## src/rtl/i2s_rx_pkg.sv

```systemverilog
package i2s_rx_pkg;

  localparam int unsigned WORD_MAX = 32;

  // Per-clock strobes from the control side to the datapath.
  typedef struct packed {
    logic bitTick;    // rising bit-clock edge seen this cycle
    logic startWord;  // arm a new word starting with the next tick
    logic slotRight;  // slot of the word being armed
    logic sdBit;      // data bit sampled on this tick
  } rxStrobe_t;

  function automatic logic [5:0] wordBitsOf(input logic [1:0] sel);
    case (sel)
      2'd0:    return 6'd8;
      2'd1:    return 6'd16;
      default: return 6'd32;
    endcase
  endfunction

endpackage

```

## src/rtl/i2s_rx_ctrl.sv

```systemverilog
module i2s_rx_ctrl
  import i2s_rx_pkg::*;
#(
  parameter int unsigned DIV_W  = 8,
  parameter int unsigned SLOT_W = 6
) (
  input  logic              clk,
  input  logic              rstN,
  input  logic              chanReset,
  input  logic              chanStop,
  input  logic              masterMode,
  input  logic [DIV_W-1:0]  clkDiv,
  input  logic [SLOT_W-1:0] wsHalf,
  input  logic              sckIn,
  input  logic              wsIn,
  input  logic              sdIn,
  output logic              sckOut,
  output logic              wsOut,
  output rxStrobe_t         strobe
);

  logic [DIV_W-1:0]  divCnt;
  logic [SLOT_W-1:0] slotCnt;
  logic              sckGen, wsGen;

  // Master clock generator; word select changes on falling bit-clock edges.
  always_ff @(posedge clk or negedge rstN) begin
    if (!rstN) begin
      divCnt  <= '0;
      slotCnt <= '0;
      sckGen  <= 1'b0;
      wsGen   <= 1'b0;
    end else if (chanReset || !masterMode) begin
      divCnt  <= '0;
      slotCnt <= '0;
      sckGen  <= 1'b0;
      wsGen   <= 1'b0;
    end else if (divCnt == clkDiv) begin
      divCnt <= '0;
      sckGen <= ~sckGen;
      if (sckGen) begin
        if (slotCnt == wsHalf) begin
          slotCnt <= '0;
          wsGen   <= ~wsGen;
        end else begin
          slotCnt <= slotCnt + 1'b1;
        end
      end
    end else begin
      divCnt <= divCnt + 1'b1;
    end
  end

  assign sckOut = sckGen;
  assign wsOut  = wsGen;

  // One synchronizer path for both modes keeps the sampling identical.
  logic       sckSrc, wsSrc;
  logic [2:0] sckPipe;
  logic [1:0] wsPipe, sdPipe;
  logic       wsPrev;

  assign sckSrc = masterMode ? sckGen : sckIn;
  assign wsSrc  = masterMode ? wsGen  : wsIn;

  always_ff @(posedge clk or negedge rstN) begin
    if (!rstN) begin
      sckPipe <= '0;
      wsPipe  <= '0;
      sdPipe  <= '0;
    end else begin
      sckPipe <= {sckPipe[1:0], sckSrc};
      wsPipe  <= {wsPipe[0], wsSrc};
      sdPipe  <= {sdPipe[0], sdIn};
    end
  end

  logic tick, wsChange;
  assign tick     = sckPipe[1] & ~sckPipe[2];
  assign wsChange = tick & (wsPipe[1] != wsPrev);

  always_ff @(posedge clk or negedge rstN) begin
    if (!rstN)     wsPrev <= 1'b0;
    else if (tick) wsPrev <= wsPipe[1];
  end

  always_comb begin
    strobe.bitTick   = tick;
    strobe.startWord = wsChange & ~chanStop;
    strobe.slotRight = wsPipe[1];
    strobe.sdBit     = sdPipe[1];
  end

endmodule

```

## src/rtl/i2s_rx_datapath.sv

```systemverilog
module i2s_rx_datapath
  import i2s_rx_pkg::*;
#(
  parameter  int unsigned DEPTH = 8,
  localparam int unsigned PTR_W = $clog2(DEPTH),
  localparam int unsigned LVL_W = PTR_W + 1
) (
  input  logic                clk,
  input  logic                rstN,
  input  logic                chanReset,
  input  logic                monoMode,
  input  logic [1:0]          wordSel,
  input  rxStrobe_t           strobe,
  input  logic                rdEn,
  output logic [WORD_MAX-1:0] rdData,
  output logic [LVL_W-1:0]    fillLevel,
  output logic                overrun
);

  logic [WORD_MAX-1:0] shiftReg, shifted, wordMask;
  logic [5:0]          bitsLeft;
  logic                slotCur;

  assign shifted = {shiftReg[WORD_MAX-2:0], strobe.sdBit};

  always_comb begin
    case (wordSel)
      2'd0:    wordMask = 32'h0000_00FF;
      2'd1:    wordMask = 32'h0000_FFFF;
      default: wordMask = 32'hFFFF_FFFF;
    endcase
  end

  always_ff @(posedge clk or negedge rstN) begin
    if (!rstN) begin
      shiftReg <= '0;
      bitsLeft <= '0;
      slotCur  <= 1'b0;
    end else if (chanReset) begin
      shiftReg <= '0;
      bitsLeft <= '0;
      slotCur  <= 1'b0;
    end else if (strobe.bitTick) begin
      if (bitsLeft != 6'd0) begin
        shiftReg <= shifted;
        bitsLeft <= bitsLeft - 6'd1;
      end
      if (strobe.startWord) begin
        bitsLeft <= wordBitsOf(wordSel);
        slotCur  <= strobe.slotRight;
      end
    end
  end

  logic wordDone, pushReq, isFull, doPush, doPop;
  assign wordDone = strobe.bitTick && (bitsLeft == 6'd1);
  assign pushReq  = wordDone && !(monoMode && slotCur);
  assign isFull   = (fillLevel == LVL_W'(DEPTH));
  assign doPush   = pushReq && !isFull;
  assign doPop    = rdEn && (fillLevel != '0);

  logic [WORD_MAX-1:0] mem [DEPTH];
  logic [PTR_W-1:0]    wrPtr, rdPtr;

  function automatic logic [PTR_W-1:0] nextPtr(input logic [PTR_W-1:0] p);
    return (p == PTR_W'(DEPTH - 1)) ? '0 : p + 1'b1;
  endfunction

  always_ff @(posedge clk) begin
    if (doPush) mem[wrPtr] <= shifted & wordMask;
  end

  always_ff @(posedge clk or negedge rstN) begin
    if (!rstN) begin
      wrPtr     <= '0;
      rdPtr     <= '0;
      fillLevel <= '0;
      overrun   <= 1'b0;
    end else if (chanReset) begin
      wrPtr     <= '0;
      rdPtr     <= '0;
      fillLevel <= '0;
      overrun   <= 1'b0;
    end else begin
      if (doPush) wrPtr <= nextPtr(wrPtr);
      if (doPop)  rdPtr <= nextPtr(rdPtr);
      case ({doPush, doPop})
        2'b10:   fillLevel <= fillLevel + 1'b1;
        2'b01:   fillLevel <= fillLevel - 1'b1;
        default: fillLevel <= fillLevel;
      endcase
      if (pushReq && isFull) overrun <= 1'b1;
    end
  end

  assign rdData = mem[rdPtr];

endmodule

```

## src/rtl/i2s_rx_channel.sv

```systemverilog
module i2s_rx_channel
  import i2s_rx_pkg::*;
#(
  parameter  int unsigned DEPTH  = 8,
  parameter  int unsigned DIV_W  = 8,
  parameter  int unsigned SLOT_W = 6,
  localparam int unsigned LVL_W  = $clog2(DEPTH) + 1
) (
  input  logic                clk,
  input  logic                rstN,
  input  logic                chanReset,
  input  logic                chanStop,
  input  logic                masterMode,
  input  logic                monoMode,
  input  logic [1:0]          wordSel,
  input  logic [DIV_W-1:0]    clkDiv,
  input  logic [SLOT_W-1:0]   wsHalf,
  input  logic                sckIn,
  input  logic                wsIn,
  input  logic                sdIn,
  output logic                sckOut,
  output logic                wsOut,
  input  logic                rdEn,
  output logic [WORD_MAX-1:0] rdData,
  output logic [LVL_W-1:0]    fillLevel,
  input  logic [LVL_W-1:0]    irqThresh,
  input  logic [LVL_W-1:0]    dmaThresh,
  output logic                irq,
  output logic                dmaReq,
  output logic                overrun
);

  rxStrobe_t strobe;

  i2s_rx_ctrl #(.DIV_W(DIV_W), .SLOT_W(SLOT_W)) u_ctrl (
    .clk(clk), .rstN(rstN), .chanReset(chanReset), .chanStop(chanStop),
    .masterMode(masterMode), .clkDiv(clkDiv), .wsHalf(wsHalf),
    .sckIn(sckIn), .wsIn(wsIn), .sdIn(sdIn),
    .sckOut(sckOut), .wsOut(wsOut), .strobe(strobe)
  );

  i2s_rx_datapath #(.DEPTH(DEPTH)) u_dp (
    .clk(clk), .rstN(rstN), .chanReset(chanReset), .monoMode(monoMode),
    .wordSel(wordSel), .strobe(strobe), .rdEn(rdEn), .rdData(rdData),
    .fillLevel(fillLevel), .overrun(overrun)
  );

  assign irq    = fillLevel > irqThresh;
  assign dmaReq = fillLevel > dmaThresh;

endmodule

```

## config.mk

```make
export PLATFORM = sky130hd
export DESIGN_NAME = i2s_rx_channel
export DESIGN_NICKNAME = d
export VERILOG_FILES = /design/src/rtl/i2s_rx_pkg.sv /design/src/rtl/i2s_rx_ctrl.sv /design/src/rtl/i2s_rx_datapath.sv /design/src/rtl/i2s_rx_channel.sv
export SDC_FILE = /design/constraint.sdc
export NUM_CORES = 1
export LEC_CHECK = 0
export ABC_AREA = 1
export BUFFER_PORTS_ARGS = -buffer_cell sky130_fd_sc_hd__buf_2
export CAP_MARGIN = 20
export CORE_MARGIN = 2
export CORE_UTILIZATION = 40
export DETAILED_ROUTE_END_ITERATION = 10
export PLACE_DENSITY = 0.57
export REMOVE_ABC_BUFFERS = 1
export SLEW_MARGIN = 30
export SYNTH_ARGS = -nofsm -noshare
export SYNTH_HDL_FRONTEND = slang
export SYNTH_SLANG_ARGS = --single-unit
```

## constraint.sdc

```tcl
create_clock -name clk -period 12.2 [get_ports clk]
set_input_delay 2.44 -clock clk [delete_from_list [all_inputs] [get_ports clk]]
set_output_delay 2.44 -clock clk [all_outputs]
set_load 0.03 [all_outputs]
```

==> results of run 1 <==
==> stage by stage <==
stage	hold WS (ns)	utilization	instance area (um2)	setup slack (ns)	power [mW]
global placement	0.332	0.427	14600	6.37	1.97
floorplan	0.331	-	13500	5.70	1.77
CTS	0.349	0.461	15800	6.10	3.07
global route	0.356	0.461	15800	5.84	3.19
finish	0.347	0.461	15800	6.14	3.04
detailed placement	0.336	0.427	14600	6.31	1.98
==> worst register-to-register path, cell delays in order, from the launching register on <==
cell	delay (ns)
dfrtp_1	0.35
inv_1	0.15
ha_1	0.19
nand3_1	0.07
nor2_1	0.20
nand3_4	0.15
inv_1	0.16
nand2_1	0.17
nor3_2	0.16
buf_4	0.55
==> worst max-delay path by stage <==
stage | from | to | slack (ns) | depth (start not counted)
2_1_floorplan | u_dp.rdPtr[0] | rdData[0] | 5.70 | 5
3_3_place_gp | irqThresh[3] | irq | 6.37 | 8
3_5_place_dp | irqThresh[3] | irq | 6.31 | 8
4_1_cts | u_dp.rdPtr[0] | rdData[1] | 6.10 | 7
5_1_grt | u_dp.rdPtr[0] | rdData[1] | 5.84 | 7
6_report | u_dp.rdPtr[0] | rdData[1] | 6.14 | 7
==> area by class of cell <==
type	instances	area (um2)
clock buffer	51	976
clock inverter	13	200
fill	3122	18500
inverter	100	379
multi-input combinational	716	3690
sequential	329	9520
tap	455	569
timing repair buffer	87	474
==> cell families (layout without fill, tap and decap cells) <==
| family | Yosys count | count (layout) | synth area share |
|---|---|---|---|
| xor gates and xnor gates | 16 | 16 | 0.0101 |
| buffers and inverters | 160 | 251 | 0.0477 |
| AOI/OAI and AO/OA | 273 | 273 | 0.112 |
| DFF | 329 | 329 | 0.688 |
| adders and majority gates | 19 | 19 | 0.0172 |
| and+or+nand+nor | 408 | 408 | 0.124 |
==> layout by cell type (no fill, tap or decap), types with 9 or more instances in the layout <==
cell type	instances
edfxtp_1	256
nor2_1	254
o21ai_0	157
inv_1	85
nand2_1	79
buf_2	73
dfrtp_1	71
o22ai_1	49
clkbuf_16	35
a31oi_1	33
nand3_1	29
ha_1	19
inv_2	13
buf_4	13
clkbuf_1	12
a21oi_1	11
xor2_1	9
nor3_2	9
==> power by group through the flow <==
stage               combinational [mW]  clock [mW]  sequential, mW
floorplan                        0.460           0            1.31
global placement                 0.679           0            1.29
global route                     0.759        1.16            1.27
CTS                              0.690        1.11            1.27
finish                           0.680        1.09            1.27
detailed placement               0.687           0            1.29
==> registers in the layout, indices dropped and copies added (netlist names), 3 cells and up <==
register,flops
u_ctrl.divCnt,8
u_dp.bitsLeft,6
u_dp.fillLevel,4
u_dp.rdPtr,3
u_dp.wrPtr,3
u_ctrl.sckPipe,3
u_dp.shiftReg,31
u_dp.mem,256
u_ctrl.slotCnt,6
==> per-layer routing <==
metal	part of all wire	routed length [um]	global-route usage
met5	0.00036	11	0
met4	0.019	592	0.0453
met1	0.46	14000	0.240
met3	0.050	1530	0.0299
met2	0.47	14300	0.284
==> results.tsv, run 1 <==
metric	value	unit
tns	0	ns
setup_viol	0	
p_clk_frac	0.359	
swShare	0.318	
whs_endpoint	u_ctrl.sdPipe[1]	
post_drt_wl_per_cell	17.4	um
start_util	0.403	
synth_top_cell_by_area	edfxtp_1	
vias_per_cell	5.13	
antenna_found_initial	1	
crit_arrival	3.62	ns
leakage	6.13	nW
intPower	2.07	mW
layout_min_cycle_time	6.06	ns
ant_nets	0	
hold_viol	0	
r2r-end	u_dp.mem[0][26]	
clk_path_buf_depth	3	
cts_root_buffer	clkbuf_16	
clkTransAtPathRegs	0.06	ns
required	9.76	ns
totalWireLength	30500	um
first_iter_violations	551	
rows	68	
ir_drop	0.000102	V
grt_max_degree	95	
h-tree-depth	2	
hp-class	flop to flop	
rr_worst_depth	9	
grt_pass1_vias	8766	
post-route-period-util	0.497	
synth_area	13800	um2
status	complete, no violations	
synth_warnings	0	
numPortBuffers	74	
cellPowerDensity	192	nW/um2
drcViolationCount	0	
crit_path_top_delay_cell	buf_4	
cts_made_buffers	35	
worstPathCellList	clkinv_2 > buf_4 > o21ai_0 > o22ai_1 > nor2_1 > a31oi_1 > buf_2	
placed_cells	1687	
synthTopCellsByCount	256 x edfxtp_1, 254 x nor2_1, 157 x o21ai_0, 87 x inv_1, 79 x nand2_1	
coreArea	34300	um2
num_antenna_cells	0	
die_w	190	um
yosysMostFrequentCell	edfxtp_1	
slew_headroom	0.371	
clk_latency	0.53	ns
skew	0.00734	ns
holdBufCountCts	0	
worst_setup_path_end_kind	output pin	
fin_cells	1751	
hold_start	u_ctrl.sdPipe[0]	
grt_usage	0.173	
area_delta_synth_final	14.4	%
syn_inst	1205	
overflow	0	
whs_path_depth	0	
synthFlopType	edfxtp_1	
worst-path-buf-inv	3	
power.switching	965	uW
crit_path_max_incr_delay	0.79	ns
cap_violations	0	
nets	1322	
startpoint_type	flop	
max_clock_freq	0.165	GHz
grt_first_pass_wirelength	48800	um
cts_resized	0	
dr.pass1.iters	5	
yosysSeqAreaShare	0.688	
gp_congestion	0.754	
dieArea	36100	um2
synth_edf_count	256	
r2r_slack	9.65	ns
slew_viol_final	0	
postCtsSetupBuffers	0	
ios	75	
synth_area_per_cell	11.5	um2
die_h	190	um
hpwl	15700	um
synthArstFlopShare	0.222	
synth_top_area_frac	0.556	
cp_top_family	buffers and inverters	
clock_sinks	329	
pwr-share-seq	0.417	
rsz0062_at_grt	no	
ys_seq_elements	329	
worst_pin_slew	0.943	ns
worstSetupPathType	flop to output pin	
yosysUniqueCellTypes	45	
vias	8986	
drive_gt1_frac	0.148	
combinationalPowerShare	0.224	
cts_tree	built	
synthTopCellsByArea	edfxtp_1 56%, dfrtp_1 13%, nor2_1 6.9%	
cp_max_fo	94	
timing.rr.start	u_dp.bitsLeft[1]	
No activity file was read; power rests on OpenSTA's default activity.
==> run 2, diff against run 1 <==
--- a/config.mk
+++ b/config.mk
@@ -11,7 +11,7 @@
 export CORE_MARGIN = 2
 export CORE_UTILIZATION = 40
 export DETAILED_ROUTE_END_ITERATION = 10
-export PLACE_DENSITY = 0.57
+export PLACE_DENSITY = 0.59
 export REMOVE_ABC_BUFFERS = 1
 export SLEW_MARGIN = 30
 export SYNTH_ARGS = -nofsm -noshare
==> constraint.sdc (replaced) <==
create_clock -name clk -period 4.95 [get_ports clk]
set_input_delay 0.99 -clock clk [delete_from_list [all_inputs] [get_ports clk]]
set_output_delay 0.99 -clock clk [all_outputs]
set_load 0.03 [all_outputs]
==> run 2 against run 1 <==
  * Wire length fell by 1.1%
  * Final area barely moved
  * Utilization barely moved
  * Non-clock buffer count rose by 4
  * Clock power rose by 140%
  * Global-route usage fell by 0.34 points
  * Clock skew rose by 0.013 ns
  * Sequential power rose by 140%
  * Via count fell by 1.0%
  * Critical path type unchanged
  * Largest power group unchanged
  * Highest routed layer unchanged
==> results.tsv, run 2 (same netlist as run 1, synthesis figures left out) <==
metric	value	unit	change
status	complete, no violations		
cts_made_buffers	35		unchanged
startpoint_type	flop		
slew_viol_final	0		unchanged
leakage	6.15	nW	+0.32%
whs_endpoint	u_ctrl.sdPipe[1]		
die_w	190	um	unchanged
rr_worst_depth	9		unchanged
num_antenna_cells	0		unchanged
worst_setup_path_end_kind	output pin		
rsz0062_at_grt	no		
slew_headroom	0.475		+0.104
grt_usage	0.170		-0.00339
required	3.96	ns	-5.80 ns
max_clock_freq	0.245	GHz	
clk_latency	0.52	ns	about the same
largest_register_ffs	256		unchanged
grt_first_pass_wirelength	47700	um	-2.3%
worstPathCellList	clkinv_2 > buf_4 > o21ai_0 > o22ai_1 > nor2_1 > a31oi_1 > buf_2		
cellPowerDensity	468	nW/um2	+140%
area_delta_synth_final	14.5	%	about the same
hold_viol	0		unchanged
r2r-end	u_dp.mem[1][25]		
clkTransAtPathRegs	0.06	ns	about the same
crit_path_top_delay_cell	dfrtp_4		
post_dp_cell_area	14700	um2	+0.18%
start_util	0.403		unchanged
place_ws	1.39	ns	-4.91 ns
first_iter_violations	668		+21%
overflow	0		unchanged
rows	68		unchanged
totalWireLength	30100	um	-1.1%
holdBufCountCts	0		unchanged
clock_sinks	329		unchanged
cts_root_buffer	clkbuf_16		
worst_pin_slew	0.788	ns	-0.156 ns
drcViolationCount	0		unchanged
postCtsSetupBuffers	0		unchanged
fillerInstances	3133		+0.35%
r2r_slack	2.45	ns	-7.20 ns
skew	0.0199	ns	+0.0126 ns
coreArea	34300	um2	unchanged
cts_tree	built		
nets	1326		+0.30%
worstSetupPathType	flop to output pin		
crit_arrival	3.09	ns	-0.53 ns
grt_pass1_vias	8784		+0.21%
setup_viol	0		unchanged
layout_min_cycle_time	4.08	ns	
gp_congestion	0.768		+1.9%
ant_nets	0		unchanged
cts_resized	0		unchanged
worst_slack	0.868	ns	-5.27 ns
hpwl	16600	um	+6.0%
final_cell_mix	256 x edfxtp_1, 254 x nor2_1, 157 x o21ai_0		
finalPower	7.40	mW	+140%
cp_max_fo	76		-19%
top_regs	u_dp.mem x256, u_dp.shiftReg x31, u_ctrl.divCnt x8		
whs_path_depth	0		unchanged
hold_start	u_ctrl.sdPipe[0]		
post-route-period-util	0.825		
ios	75		unchanged
timing.rr.start	u_dp.bitsLeft[1]		
cap_violations	0		unchanged
crit_path_max_incr_delay	0.64	ns	-0.15 ns
drive_gt1_frac	0.155		+0.00724
vias	8896		-1.0%
largest-register	u_dp.mem		
hp-class	flop to flop		
ir_drop	0.000231	V	+130%
numPortBuffers	74		unchanged
dieArea	36100	um2	unchanged
utilization	0.461		about the same
h-tree-depth	2		unchanged
dr.pass1.iters	5		unchanged
antenna_found_initial	2		+1
vias_per_cell	5.07		-1.2%
clk_path_buf_depth	3		unchanged
final_common_cell	edfxtp_1		
die_h	190	um	unchanged
final_cell_area	15800	um2	about the same
grt_max_degree	97		+2.1%
post_drt_wl_per_cell	17.2	um	-1.4%
[run 2: cell count changes in the layout (fill, tap and decap cells not counted), moves of 2 or more]
cell	before	now
clkbuf_1	12	6
buf_4	13	16
clkinv_4	0	3
bufinv_16	4	2
clkbuf_16	35	37
clkinv_2	5	7
inv_16	2	0
inv_4	1	3
inv_6	1	3
[run 2: critical path: cells and delay by family, from the launching register on]
kind,cells,cell delay (ns)
and+or+nand+nor,1,0.06
buffers and inverters,3,1.24
AOI/OAI and AO/OA,3,0.57
DFF,1,0.64
[run 2: final cells by class]
type                       count  area (um2)  area share
timing repair buffer          91         508      0.0321
sequential                   329        9520       0.602
tap                          455         569      0.0360
clock buffer                  46         990      0.0626
multi-input combinational    716        3690       0.233
inverter                     100         379      0.0240
clock inverter                18         166      0.0105
[run 2: worst max-delay path by stage]
stage | from | endpoint | slack (ns) | cells after the start
2_1_floorplan | u_dp.rdPtr[0] | rdData[0] | -0.10 | 5
3_3_place_gp | u_dp.rdPtr[0] | rdData[18] | 1.41 | 6
3_5_place_dp | u_dp.rdPtr[0] | rdData[15] | 1.39 | 7
4_1_cts | u_dp.rdPtr[0] | rdData[15] | 0.84 | 7
5_1_grt | u_dp.rdPtr[0] | rdData[15] | 0.62 | 7
6_report | u_dp.rdPtr[0] | rdData[18] | 0.87 | 7
[run 2: per-stage QoR]
step	hold WS, ns	setup TNS (ns)	std cells
floorplan	0.331	-3.28	1145
global placement	0.334	0	1691
detailed placement	0.335	0	1691
CTS	0.348	0	1755
global route	0.349	0	1755
finish	0.346	0	1755
[run 2: per-layer routing]
metal  GRT usage  up-vias  part of all wire
li1            -     4350                 -
met1       0.234     4313              0.46
met2       0.279      185              0.47
met3      0.0286       46             0.046
met4      0.0471        2             0.021
met5           0        -           0.00037
[run 2: report_power, final]
part | switching (mW) | total, mW | internal [mW] | leakage (nW)
clock network | 1.07 | 2.60 | 1.53 | 0.573
logic | 1.19 | 1.70 | 0.509 | 2.17
registers | 0.0897 | 3.10 | 3.01 | 3.40
==> run 3, diff against run 2 <==
==> constraint.sdc (replaced) <==
create_clock -name clk -period 3.58 [get_ports clk]
set_input_delay 0.716 -clock clk [delete_from_list [all_inputs] [get_ports clk]]
set_output_delay 0.716 -clock clk [all_outputs]
set_load 0.03 [all_outputs]
==> run 3 against run 2 <==
  * Wire length is 2.0% higher
  * Combinational power rose by 45%
  * Sequential power grew 37%
  * Power up 40%
  * Die area did not move
  * Clock power increased by 40%
  * Critical path type unchanged
  * Largest cell class unchanged
==> results.tsv, run 3 (same netlist as run 1, synthesis figures left out) <==
metric	value	unit	change
status	complete, no violations		
coreArea	34300	um2	unchanged
hold_slack	0.125	ns	-0.221 ns
crit_arrival	2.52	ns	-0.57 ns
final_cell_mix	256 x edfxtp_1, 254 x nor2_1, 157 x o21ai_0		
worst_slack	0.344	ns	-0.524 ns
cp_max_fo	65		-14%
h-tree-depth	2		unchanged
ios	75		unchanged
cts_resized	0		unchanged
post-route-period-util	0.904		
place_ws	0.868	ns	-0.522 ns
hpwl	17000	um	+2.4%
startpoint_type	flop		
rr_worst_depth	9		unchanged
hold_viol	0		unchanged
ant_nets	0		unchanged
largest-register	u_dp.mem		
worstSetupPathType	flop to output pin		
layout_min_cycle_time	3.24	ns	
dieArea	36100	um2	unchanged
totalWireLength	30700	um	+2.0%
antenna_found_initial	1		-1
numPortBuffers	74		unchanged
grt_pass1_vias	9151		+4.2%
drcViolationCount	0		unchanged
hp-class	primary input to asynchronous set/reset pin		
clk_path_buf_depth	3		unchanged
max_clock_freq	0.309	GHz	
vias	9038		+1.6%
finalPower	10.4	mW	+40%
combinationalPowerShare	0.238		+0.009
post_dp_cell_area	14800	um2	+0.85%
final_common_cell	edfxtp_1		
p_clk_frac	0.352		about the same
ir_drop	0.000388	V	+68%
slew_viol_final	0		unchanged
grt_usage	0.175		+0.00464
die_w	190	um	unchanged
power.switching	3.30	mW	+40%
largest_register_ffs	256		unchanged
swShare	0.318		about the same
gp_congestion	0.756		-1.7%
utilization	0.465		+0.00405
intPower	7.07	mW	+40%
holdBufCountCts	0		unchanged
postCtsSetupBuffers	0		unchanged
leakage	6.20	nW	+0.92%
clk_latency	0.53	ns	about the same
clock_sinks	329		unchanged
rows	68		unchanged
area_delta_synth_final	15.5	%	
skew	0.0173	ns	-0.00255 ns
dr.pass1.iters	7		+2
die_h	190	um	unchanged
cellPowerDensity	650	nW/um2	+39%
clkTransAtPathRegs	0.05	ns	about the same
cts_root_buffer	clkbuf_16		
cts_made_buffers	37		+5.7%
worst_pin_slew	0.793	ns	+0.00536 ns
start_util	0.403		unchanged
top_regs	u_dp.mem x256, u_dp.shiftReg x31, u_ctrl.divCnt x8		
nets	1332		+0.45%
required	2.86	ns	-1.10 ns
grt_first_pass_wirelength	49200	um	+3.3%
cts_tree	built		
post_drt_wl_per_cell	17.4	um	+1.6%
num_antenna_cells	0		unchanged
overflow	0		unchanged
grt_max_degree	130		+34%
drive_gt1_frac	0.154		-0.00160
pwr-share-seq	0.410		-0.009
setup_viol	0		unchanged
first_iter_violations	594		-11%
worst_setup_path_end_kind	output pin		
vias_per_cell	5.13		+1.2%
final_cell_area	16000	um2	+0.88%
slew_headroom	0.471		-0.00358
cap_violations	0		unchanged
rsz0062_at_grt	no		
[run 3: cell count changes in the layout (fill, tap and decap cells not counted), moves of 2 or more]
| cell | previous run | this run |
|---|---|---|
| buf_6 | 2 | 0 |
| buf_12 | 0 | 6 |
| clkbuf_1 | 6 | 8 |
| inv_6 | 3 | 1 |
| inv_4 | 3 | 1 |
| clkinv_4 | 3 | 0 |
| clkinv_1 | 1 | 7 |
[run 3: power by group through the flow]
| stage | Sequential (mW) | Clock (mW) | Combinational, mW |
|---|---|---|---|
| finish | 4.25 | 3.65 | 2.47 |
| global route | 4.26 | 3.87 | 2.75 |
| CTS | 4.25 | 3.72 | 2.51 |
| detailed placement | 4.32 | 0 | 2.50 |
| global placement | 4.32 | 0 | 2.47 |
| floorplan | 4.45 | 0 | 1.57 |
[run 3: cell type report]
class                   instances  area, um2
well taps                     455        569
flip-flops and latches        329       9520
clock inverters                19        169
inverters                     100        379
fillers                      3143      18300
repair buffers                 95        626
multi-input cells             716       3690
clock buffers                  48       1010
[run 3: per-stage QoR]
step                TNS [ns]  std cells
global placement           0       1694
detailed placement         0       1695
floorplan            -148.35       1145
global route               0       1762
finish                     0       1762
CTS                        0       1762
[run 3: final timing paths]
kind                       slack (ns)               end              from
max in group asynchronous        2.86     u_dp.rdPtr[0]              rstN
min                              0.12  u_ctrl.divCnt[5]              rstN
max reg2reg                      1.08    u_dp.mem[1][1]  u_dp.bitsLeft[1]
max                              0.34         rdData[7]     u_dp.rdPtr[1]
min in group clk                 0.32  u_ctrl.sdPipe[0]              sdIn
min reg2reg                      0.35  u_ctrl.wsPipe[1]  u_ctrl.wsPipe[0]
[run 3: per-layer routing]
| metal | share of wire | global-route usage | vias up | wire length (um) |
|---|---|---|---|---|
| met1 | 0.46 | 0.237 | 4413 | 14000 |
| met4 | 0.018 | 0.0444 | 2 | 561 |
| met2 | 0.47 | 0.288 | 218 | 14600 |
| met5 | 0.00042 | 0 | - | 13 |
| li1 | - | - | 4357 | - |
| met3 | 0.050 | 0.0352 | 48 | 1550 |
[run 3: critical path: stages, from the launching register on]
cell     delay, ns
dfrtp_2       0.36
buf_4         0.62
o21ai_0       0.22
o22ai_1       0.20
nor2_1        0.06
a31oi_1       0.26
buf_2         0.26
